--- src/rtl/spi_reg_pkg.sv ---
`timescale 1ns/1ps
package spi_reg_pkg;

  localparam logic [3:0] IDX_HOLD   = 4'd0;
  localparam logic [3:0] IDX_LINE   = 4'd5;
  localparam logic [3:0] IDX_TXROOM = 4'd8;
  localparam logic [3:0] IDX_RXFILL = 4'd9;

  typedef enum logic [1:0] {
    PH_CMD   = 2'd0,
    PH_WRITE = 2'd1,
    PH_READ  = 2'd2,
    PH_SKIP  = 2'd3
  } phase_t;

  typedef struct packed {
    logic capWdata;
    logic capRdata;
  } dpStrobe_t;

  function automatic logic isLocal(input logic [3:0] idx);
    return (idx == IDX_LINE) || (idx == IDX_TXROOM) || (idx == IDX_RXFILL);
  endfunction

endpackage

--- src/rtl/spi_reg_ctrl.sv ---
`timescale 1ns/1ps
module spi_reg_ctrl
  import spi_reg_pkg::*;
#(
  parameter int NUM_CH = 2
) (
  input  logic       clk,
  input  logic       rstN,
  input  logic       sclkRise,
  input  logic       csSel,
  input  logic [7:1] rxHead,
  output dpStrobe_t  strobe,
  output logic [3:0] cmdIdx,
  output logic [1:0] cmdChan,
  output logic       busReq,
  output logic       busWe
);

  logic [2:0] bitCnt;
  phase_t     phase;
  logic       rdWaitA;
  logic       rdWaitB;
  logic       byteDone;
  logic       newChanOk;
  logic       newLocal;
  logic       wrAllowed;

  assign byteDone  = csSel && sclkRise && (bitCnt == 3'd7);
  assign newChanOk = int'(rxHead[2:1]) < NUM_CH;
  assign newLocal  = isLocal(rxHead[6:3]);
  assign wrAllowed = (int'(cmdChan) < NUM_CH) && !isLocal(cmdIdx);

  always_comb begin
    strobe.capWdata = byteDone && (phase == PH_WRITE);
    strobe.capRdata = rdWaitB;
  end

  always_ff @(posedge clk) begin
    if (!rstN) begin
      bitCnt  <= '0;
      phase   <= PH_CMD;
      rdWaitA <= 1'b0;
      rdWaitB <= 1'b0;
      cmdIdx  <= '0;
      cmdChan <= '0;
      busReq  <= 1'b0;
      busWe   <= 1'b0;
    end else begin
      busReq  <= 1'b0;
      rdWaitA <= 1'b0;
      rdWaitB <= rdWaitA;
      if (!csSel) begin
        bitCnt  <= '0;
        phase   <= PH_CMD;
        rdWaitB <= 1'b0;
      end else begin
        if (sclkRise) bitCnt <= bitCnt + 3'd1;
        if (byteDone) begin
          case (phase)
            PH_CMD: begin
              cmdIdx  <= rxHead[6:3];
              cmdChan <= rxHead[2:1];
              if (rxHead[7]) begin
                phase   <= PH_READ;
                rdWaitA <= 1'b1;
                busReq  <= newChanOk && !newLocal;
                busWe   <= 1'b0;
              end else begin
                phase <= PH_WRITE;
              end
            end
            PH_WRITE: begin
              busReq <= wrAllowed;
              busWe  <= 1'b1;
              if (cmdIdx != IDX_HOLD) phase <= PH_SKIP;
            end
            default: phase <= PH_SKIP;
          endcase
        end
      end
    end
  end

  AST_REQ_PULSE: assert property (@(posedge clk) disable iff (!rstN)
    busReq |=> !busReq);

  AST_CHAN_RANGE: assert property (@(posedge clk) disable iff (!rstN)
    busReq |-> (int'(cmdChan) < NUM_CH));

  AST_LOCAL_QUIET: assert property (@(posedge clk) disable iff (!rstN)
    busReq |-> !isLocal(cmdIdx));

  AST_DESELECT_QUIET: assert property (@(posedge clk) disable iff (!rstN)
    (!csSel && !$past(csSel)) |-> !busReq);

endmodule

--- src/rtl/spi_reg_dp.sv ---
`timescale 1ns/1ps
module spi_reg_dp
  import spi_reg_pkg::*;
#(
  parameter int NUM_CH     = 2,
  parameter int FIFO_DEPTH = 64,
  localparam int LVL_W     = $clog2(FIFO_DEPTH + 1)
) (
  input  logic                    clk,
  input  logic                    rstN,
  input  logic                    sclk,
  input  logic                    mosi,
  input  logic                    csN,
  input  dpStrobe_t               strobe,
  input  logic [3:0]              cmdIdx,
  input  logic [1:0]              cmdChan,
  input  logic [7:0]              busRdata,
  input  logic [NUM_CH*LVL_W-1:0] txFree,
  input  logic [NUM_CH*LVL_W-1:0] rxLevel,
  output logic                    sclkRise,
  output logic                    csSel,
  output logic [7:0]              rxByteNext,
  output logic [7:0]              wdataQ,
  output logic                    miso
);

  logic [2:0] sclkS;
  logic [1:0] mosiS;
  logic [1:0] csS;
  logic       sclkFall;
  logic [6:0] rxSh;
  logic [6:0] txSh;
  logic [7:0] holdQ;
  logic       armQ;
  logic       misoQ;

  logic [LVL_W-1:0] txArr [NUM_CH];
  logic [LVL_W-1:0] rxArr [NUM_CH];
  logic [LVL_W-1:0] selTx;
  logic [LVL_W-1:0] selRx;
  logic             chanOk;
  logic [7:0]       readMux;

  // Pin synchronisers and edge detection
  always_ff @(posedge clk) begin
    if (!rstN) begin
      sclkS <= '0;
      mosiS <= '0;
      csS   <= 2'b11;
    end else begin
      sclkS <= {sclkS[1:0], sclk};
      mosiS <= {mosiS[0], mosi};
      csS   <= {csS[0], csN};
    end
  end

  assign sclkRise   = sclkS[1] & ~sclkS[2];
  assign sclkFall   = ~sclkS[1] & sclkS[2];
  assign csSel      = ~csS[1];
  assign rxByteNext = {rxSh, mosiS[1]};

  // Receive shifter and write data capture
  always_ff @(posedge clk) begin
    if (!rstN) begin
      rxSh   <= '0;
      wdataQ <= '0;
    end else begin
      if (!csSel) rxSh <= '0;
      else if (sclkRise) rxSh <= rxByteNext[6:0];
      if (strobe.capWdata) wdataQ <= rxByteNext;
    end
  end

  // Per-channel level slices
  for (genvar g = 0; g < NUM_CH; g++) begin : gLevel
    assign txArr[g] = txFree[g*LVL_W +: LVL_W];
    assign rxArr[g] = rxLevel[g*LVL_W +: LVL_W];
  end

  always_comb begin
    selTx  = '0;
    selRx  = '0;
    chanOk = 1'b0;
    for (int c = 0; c < NUM_CH; c++) begin
      if (cmdChan == 2'(c)) begin
        selTx  = txArr[c];
        selRx  = rxArr[c];
        chanOk = 1'b1;
      end
    end
    case (cmdIdx)
      IDX_LINE:   readMux = {2'b00, selTx == LVL_W'(FIFO_DEPTH), 4'b0000, selRx != '0};
      IDX_TXROOM: readMux = 8'(selTx);
      IDX_RXFILL: readMux = 8'(selRx);
      default:    readMux = busRdata;
    endcase
    if (!chanOk) readMux = 8'h00;
  end

  // Transmit shifter, updated after falling SCLK edges
  always_ff @(posedge clk) begin
    if (!rstN) begin
      holdQ <= '0;
      armQ  <= 1'b0;
      txSh  <= '0;
      misoQ <= 1'b0;
    end else if (!csSel) begin
      armQ  <= 1'b0;
      txSh  <= '0;
      misoQ <= 1'b0;
    end else begin
      if (strobe.capRdata) begin
        holdQ <= readMux;
        armQ  <= 1'b1;
      end
      if (sclkFall) begin
        if (armQ) begin
          misoQ <= holdQ[7];
          txSh  <= holdQ[6:0];
          armQ  <= 1'b0;
        end else begin
          misoQ <= txSh[6];
          txSh  <= {txSh[5:0], 1'b0};
        end
      end
    end
  end

  assign miso = misoQ;

  AST_MISO_QUIET: assert property (@(posedge clk) disable iff (!rstN)
    (!csSel && !$past(csSel)) |-> !miso);

  AST_MISO_EDGE: assert property (@(posedge clk) disable iff (!rstN)
    (csSel && $past(csSel) && !$past(sclkFall)) |-> $stable(miso));

endmodule

--- src/rtl/spi_reg_slave.sv ---
`timescale 1ns/1ps
module spi_reg_slave
  import spi_reg_pkg::*;
#(
  parameter int NUM_CH     = 2,
  parameter int FIFO_DEPTH = 64,
  localparam int LVL_W     = $clog2(FIFO_DEPTH + 1)
) (
  input  logic                    clk,
  input  logic                    rstN,
  input  logic                    sclk,
  input  logic                    mosi,
  input  logic                    csN,
  output logic                    miso,
  output logic                    busReq,
  output logic                    busWe,
  output logic [3:0]              busIdx,
  output logic [1:0]              busChan,
  output logic [7:0]              busWdata,
  input  logic [7:0]              busRdata,
  input  logic [NUM_CH*LVL_W-1:0] txFree,
  input  logic [NUM_CH*LVL_W-1:0] rxLevel
);

  dpStrobe_t  strobe;
  logic       sclkRise;
  logic       csSel;
  logic [7:0] rxByteNext;

  spi_reg_ctrl #(.NUM_CH(NUM_CH)) ctrl_i (
    .clk      (clk),
    .rstN     (rstN),
    .sclkRise (sclkRise),
    .csSel    (csSel),
    .rxHead   (rxByteNext[7:1]),
    .strobe   (strobe),
    .cmdIdx   (busIdx),
    .cmdChan  (busChan),
    .busReq   (busReq),
    .busWe    (busWe)
  );

  spi_reg_dp #(.NUM_CH(NUM_CH), .FIFO_DEPTH(FIFO_DEPTH)) dp_i (
    .clk        (clk),
    .rstN       (rstN),
    .sclk       (sclk),
    .mosi       (mosi),
    .csN        (csN),
    .strobe     (strobe),
    .cmdIdx     (busIdx),
    .cmdChan    (busChan),
    .busRdata   (busRdata),
    .txFree     (txFree),
    .rxLevel    (rxLevel),
    .sclkRise   (sclkRise),
    .csSel      (csSel),
    .rxByteNext (rxByteNext),
    .wdataQ     (busWdata),
    .miso       (miso)
  );

endmodule

--- config.mk ---
export PLATFORM = sky130hd
export DESIGN_NAME = spi_reg_slave
export DESIGN_NICKNAME = d
export VERILOG_FILES = /design/src/rtl/spi_reg_pkg.sv /design/src/rtl/spi_reg_ctrl.sv /design/src/rtl/spi_reg_dp.sv /design/src/rtl/spi_reg_slave.sv
export SDC_FILE = /design/constraint.sdc
export NUM_CORES = 1
export LEC_CHECK = 0
export BUFFER_PORTS_ARGS = -buffer_cell sky130_fd_sc_hd__buf_2
export CAP_MARGIN = 10
export CORE_MARGIN = 2
export CORE_UTILIZATION = 55
export DETAILED_ROUTE_END_ITERATION = 7
export PLACE_DENSITY = 0.77
export SYNTH_ARGS = -nofsm -noshare
export SYNTH_HDL_FRONTEND = slang
export SYNTH_SLANG_ARGS = --single-unit
--- constraint.sdc ---
create_clock -name clk -period 2.7 [get_ports clk]
set_input_delay 0.135 -clock clk [delete_from_list [all_inputs] [get_ports clk]]
set_output_delay 0.135 -clock clk [all_outputs]
set_load 0.02 [all_outputs]
== After elaboration in Yosys (flattened, before gate mapping) ==
Index checks and enable logic that the tools add are counted.

* Add/sub/neg operators: 1
* Order comparisons: 2
* Eq/ne operators: 12
* Mux-type cells: 21
* Bitwise logic cells: 8
* Reduce and logical (&&, ||, !) cells: 23

{| class="wikitable"
|+ Operator list
! operator !! number
|-
| $mux 7 || 5
|-
| $pmux 8 s3 || 1
|-
| $eq 4x4->1 const B || 4
|-
| $mux 1 || 9
|-
| $eq 4x3->1 const B || 2
|-
| $mux 8 || 1
|-
| $eq 7x7->1 const B || 1
|-
| $reduce_bool 7->1 || 1
|-
| $not 1->1 || 6
|-
| $logic_and 1x1->1 || 5
|-
| $eq 2x1->1 const B || 2
|-
| $logic_not 2->1 || 2
|-
| $logic_or 1x1->1 || 4
|-
| $lt 2x2->1 const B || 2
|-
| $mux 2 || 2
|-
| $pmux 1 s2 || 2
|-
| $pmux 2 s2 || 1
|-
| $reduce_and 2->1 || 2
|-
| $reduce_and 4->1 || 1
|-
| $reduce_bool 4->1 || 1
|-
| $reduce_or 4->1 || 1
|-
| $add 3x1->3 const B || 1
|-
| $eq 3x3->1 const B || 1
|-
| $reduce_and 3->1 || 1
|-
| other kinds (7) || 9
|}

* Bits in registers: 54

== Logic depth before layout (Yosys ltp) ==
* Word-level depth: 7
* Mapped depth: 7
* Depth with buffers taken out: 6

== By module ==
Synthesis repeated with hierarchy kept, for this count alone.

* Cells, all modules: 266
* Area total of the unflattened synthesis: 2,506.2 sq um

{| class="wikitable"
|+ By module, submodules not included
! module !! times used !! cells each !! area each (sq um) !! seq. area each (sq um)
|-
| spi_reg_dp || 1 || 195 || 1,831.8 || 780.7
|-
| spi_reg_ctrl || 1 || 71 || 674.4 || 300.3
|}

== Least setup slack after synthesis ==
Ideal clock, no wire load.

* Path type: register to register
* From: register ctrl_i.cmdIdx[0]
* To: register dp_i.holdQ[6]
* Data arrival time: 1.544 ns
* Data required time: 2.578 ns
* Setup slack: 1.035 ns
* Cell stages (with the launch flop): 5
* Path buffers: 1
* Period minus slack after synthesis: 1.665 ns
* Cells stage by stage: dfxtp_1 buf_6 mux4_2 nor2b_1 a221o_1

* Word-level cells in the longest chain between the ends: 3

{| class="wikitable"
|+ RTL lines
! element !! line !! text
|-
| start: declaration || spi_reg_ctrl.sv:13 || <nowiki>output logic [3:0] cmdIdx,</nowiki>
|-
| start signal: assignment || spi_reg_ctrl.sv:61 || <nowiki>cmdIdx <= rxHead[6:3];</nowiki>
|-
| $eq 4x4->1 or $eq 4x3->1 (tied branches) || spi_reg_dp.sv:91 || <nowiki>case (cmdIdx)</nowiki>
|-
| $pmux 8 s3 (*) || spi_reg_dp.sv:91 ||
|-
| $mux 8 (*) || spi_reg_dp.sv:97 || <nowiki>if (!chanOk) readMux = 8'h00;</nowiki>
|-
| end signal: assignment || spi_reg_dp.sv:113 || <nowiki>holdQ <= readMux;</nowiki>
|-
| end: declaration || spi_reg_dp.sv:33 || <nowiki>logic [7:0] holdQ;</nowiki>
|}

Every way passes the cells marked *; elsewhere a longest branch is shown, timed or not.
A chain may end at the register's enable or synchronous reset.

== Final worst setup path ==
* From: register ctrl_i.bitCnt[0]
* To: register dp_i.wdataQ[7]

* Word-level cells in the longest chain between the ends: 3

{| class="wikitable"
|+ RTL lines
! element !! line !! text
|-
| start: declaration || spi_reg_ctrl.sv:19 || <nowiki>logic [2:0] bitCnt;</nowiki>
|-
| start signal: assignment || spi_reg_ctrl.sv:57 || <nowiki>if (sclkRise) bitCnt <= bitCnt + 3'd1;</nowiki>
|-
| $eq 3x3->1 || spi_reg_ctrl.sv:28 || <nowiki>assign byteDone = csSel && sclkRise && (bitCnt == 3'd7);</nowiki>
|-
| $logic_and 1x1->1 || spi_reg_ctrl.sv:28 ||
|-
| $logic_and 1x1->1 || spi_reg_ctrl.sv:34 || <nowiki>strobe.capWdata = byteDone && (phase == PH_WRITE);</nowiki>
|-
| end signal: assignment || spi_reg_dp.sv:70 || <nowiki>if (strobe.capWdata) wdataQ <= rxByteNext;</nowiki>
|-
| end: declaration || spi_reg_dp.sv:23 || <nowiki>output logic [7:0] wdataQ,</nowiki>
|}

Every way passes these cells.

==> reports/summary.txt <==
Wirelength, routed: 5210 um
Reg clk slew, reported paths: 0.09 ns
Net count after synthesis: 294
Utilization of the core after routing: 66.1%
Slew @ Worst Pin: 0.620 ns
Post-Synthesis Cells: 251
Detailed-router iteration count before antenna repair: 5
CP Data Arrival Time: 2.02 ns
Average instance area after synthesis: 9.91 um2
Die extent in x: 71.3 um
Number of antenna violations at the first check in global routing: 0
Hold bufs inserted after CTS: 0
Category of the critical setup timing path: flop to flop
Layout cell share with drive strength beyond 1: 24.4%
Final-report max-slew violation count: 0
EDFF count, synth: 0
Highest clock frequency the design can meet: 0.547 GHz
Placement-stage cell area: 0.00277 mm2
Final setup TNS: 0 ns
Number of global-route vias before repair: 1,928
Port buffer count: 57
Die height: 71.3 um
Hold depth: 2
Tot GR Track Use: 22.4%
Diode insertion count for antenna repair: 0
Max rail drop VDD: 0.306 mV
Setup repair bufs after CTS: 0
# Max-Cap Violations: 0
Post-Synthesis Cell Area: 0.00249 mm2
Post-layout instance area: 0.00288 mm2
Worst-skew pair later-pin latency: 0.30 ns
Count of filler cells inserted in the layout: 352
I/O pin total: 58
Final hold slack: 0.0155 ns
Post-synthesis to final-layout area growth: 15.8%
Post-route clock period utilization: 67.7%
R2R cell count: 6
Final hold violations: 0
Startpoint type of the worst setup path: flop
Nature of the critical path endpoint: flop
Die area: 0.00508 mm2
Worst min-delay path class: input pin to flop
Worst Clk Skew: 0.00724 ns
Flops & latches, synth: 54
Power density normalized to cell area: 490 mW/mm2
Post-detailed-placement half-perimeter wirelength: 3790 um
Commonest cells after routing, fill and taps aside: buf_2, dfxtp_1, nand2_1, mux2i_1, nor2b_1
Count of antenna-violating nets left after detailed routing: 0
CTS H-tree lvls: 2
Count of synthesis-stage warnings from yosys: 0
Worst-path fanout max: 9
Placer's final routability congestion estimate: 0.817
Buffers from clock root to sink, at most: 2
Most used DFF post-synth: dfxtp_1
Cell row count: 24
Sequential-to-total area share from yosys stat: 43.5%
Via count of the routed design: 2,027
Unrepaired setup endpoints after global routing: false
Number of gates resized after cts: 0
First-pass GRT wire length: 9110 um
Final setup vio count: 0
TritonCTS clock tree: built
Root Buffer Master: clkbuf_8
Async set or reset register ratio after synthesis: 0%
Net count, final: 345
Most common cell after layout, fill and taps aside: buf_2
Placeable core region: 0.00435 mm2
Starting Density: 57.1%
Status: finished clean
Post-synth cell types: 47
Final worst path period need: 1.83 ns
Global route overflow: 0
Post-detailed-route via-to-cell ratio: 5.71
DRC errors left: 0
CTS sink count: 54
Headroom to the max-slew limit: 58.6%
Total CTS buffers: 5
Worst path required time: 2.90 ns
DRC violation total after the first TritonRoute iteration: 101
Maximum number of pins on one net before global-route repair: 31
Final Power: 0.00141 W
Leak pwr: 1.11 nW
Post-DR wirelength/cell: 14.7 um
==> cell usage after synthesis, types with 2 or more instances <==
cell type / instances / area, um2
a2111o_1: 2 / 22.5
a211oi_1: 9 / 67.6
a21oi_1: 14 / 70.1
a221o_1: 5 / 50.1
a31oi_1: 3 / 18.8
and2_1: 7 / 43.8
and3_1: 2 / 12.5
buf_2: 3 / 15.0
buf_6: 3 / 33.8
clkbuf_1: 8 / 30.0
dfxtp_1: 54 / 1080
ha_1: 2 / 25.0
mux2i_1: 23 / 230
mux4_1: 3 / 78.8
mux4_2: 2 / 45.0
nand2_1: 24 / 90.1
nand2b_1: 11 / 68.8
nand3_1: 3 / 15.0
nand3b_1: 4 / 30.0
nor2_1: 16 / 60.1
nor2b_1: 22 / 138
nor3_1: 2 / 10.0
nor4_1: 3 / 18.8
nor4b_1: 3 / 26.3
==> sequential cells by signal, summed over array words and instances (netlist names) <==
name,flops
dp_i.miso,1
ctrl_i.busReq,1
ctrl_i.rdWaitB,1
dp_i.armQ,1
ctrl_i.phase,2
ctrl_i.cmdIdx,4
dp_i.wdataQ,8
ctrl_i.bitCnt,3
dp_i.holdQ,8
dp_i.rxSh,7
dp_i.sclkS,3
ctrl_i.busWe,1
dp_i.mosiS,2
ctrl_i.cmdChan,2
ctrl_i.rdWaitA,1
dp_i.txSh,7
dp_i.csS,2
==> cells by family (layout without fill, tap and decap cells) <==
logic type	Yosys count	count (layout)	share of synthesized area, %
XOR/XNOR	1	1	0.352
multiplexers	30	30	15.1
adder cells (fa/ha/maj)	2	2	1.01
flip-flops	54	54	43.5
AND/OR/NAND/NOR	108	108	25.2
AO/OA/AOI/OAI	40	40	11.4
buffers and inverters	16	68	3.47
==> metal layers <==
layer	track usage, %	wire length (um)	vias up
met1	31.4	2490	970
li1	-	-	1003
met3	5.34	246	4
met2	35.0	2440	50
met5	0	0	-
met4	6.08	36	0
==> power breakdown <==
part           total [W]  internal [W]  switching (W)
sequential      0.000803      0.000801     0.00000262
combinational  0.0000744     0.0000399      0.0000345
clock           0.000533      0.000277       0.000256
total            0.00141       0.00112       0.000293
==> worst max-delay path: stages (launching register included) <==
cell and delay, ns:
dfxtp_1 0.36, ha_1 0.16, ha_1 0.14, and4bb_4 0.29, nand3b_1 0.42, mux2i_1 0.30, nor2b_1 0.06
==> worst paths after layout <==
kind	start	to	slack, ns
setup / recovery	ctrl_i.bitCnt[0]$_SDFFE_PP0P_	dp_i.wdataQ[7]$_SDFFE_PN0P_	0.87
hold / removal	csN	dp_i.csS[0]$_SDFF_PN1_	0.02
hold reg to reg	ctrl_i.rdWaitA$_SDFF_PP0_	ctrl_i.rdWaitB$_SDFF_PP0_	0.43
setup reg to reg	ctrl_i.bitCnt[0]$_SDFFE_PP0P_	dp_i.wdataQ[7]$_SDFFE_PN0P_	0.87
==> metrics by stage <==
step / std cells / setup WS, ns
floorplan: 251 / 1.03
finish: 355 / 0.873
detailed placement: 347 / 0.892
global route: 355 / 0.687
CTS: 355 / 0.865
global placement: 347 / 0.915
==> cell type report <==
cell class,count,area [um2],share of cell area (%)
multi-input cells,181,1320,45.8
flip-flops and latches,54,1080,37.5
repair buffers,59,300,10.4
clock buffers,6,72.6,2.52
well taps,52,65.1,2.26
clock inverters,2,37.5,1.30
inverters,1,3.75,0.130
Note: power is estimated with default switching activity, not from simulation.
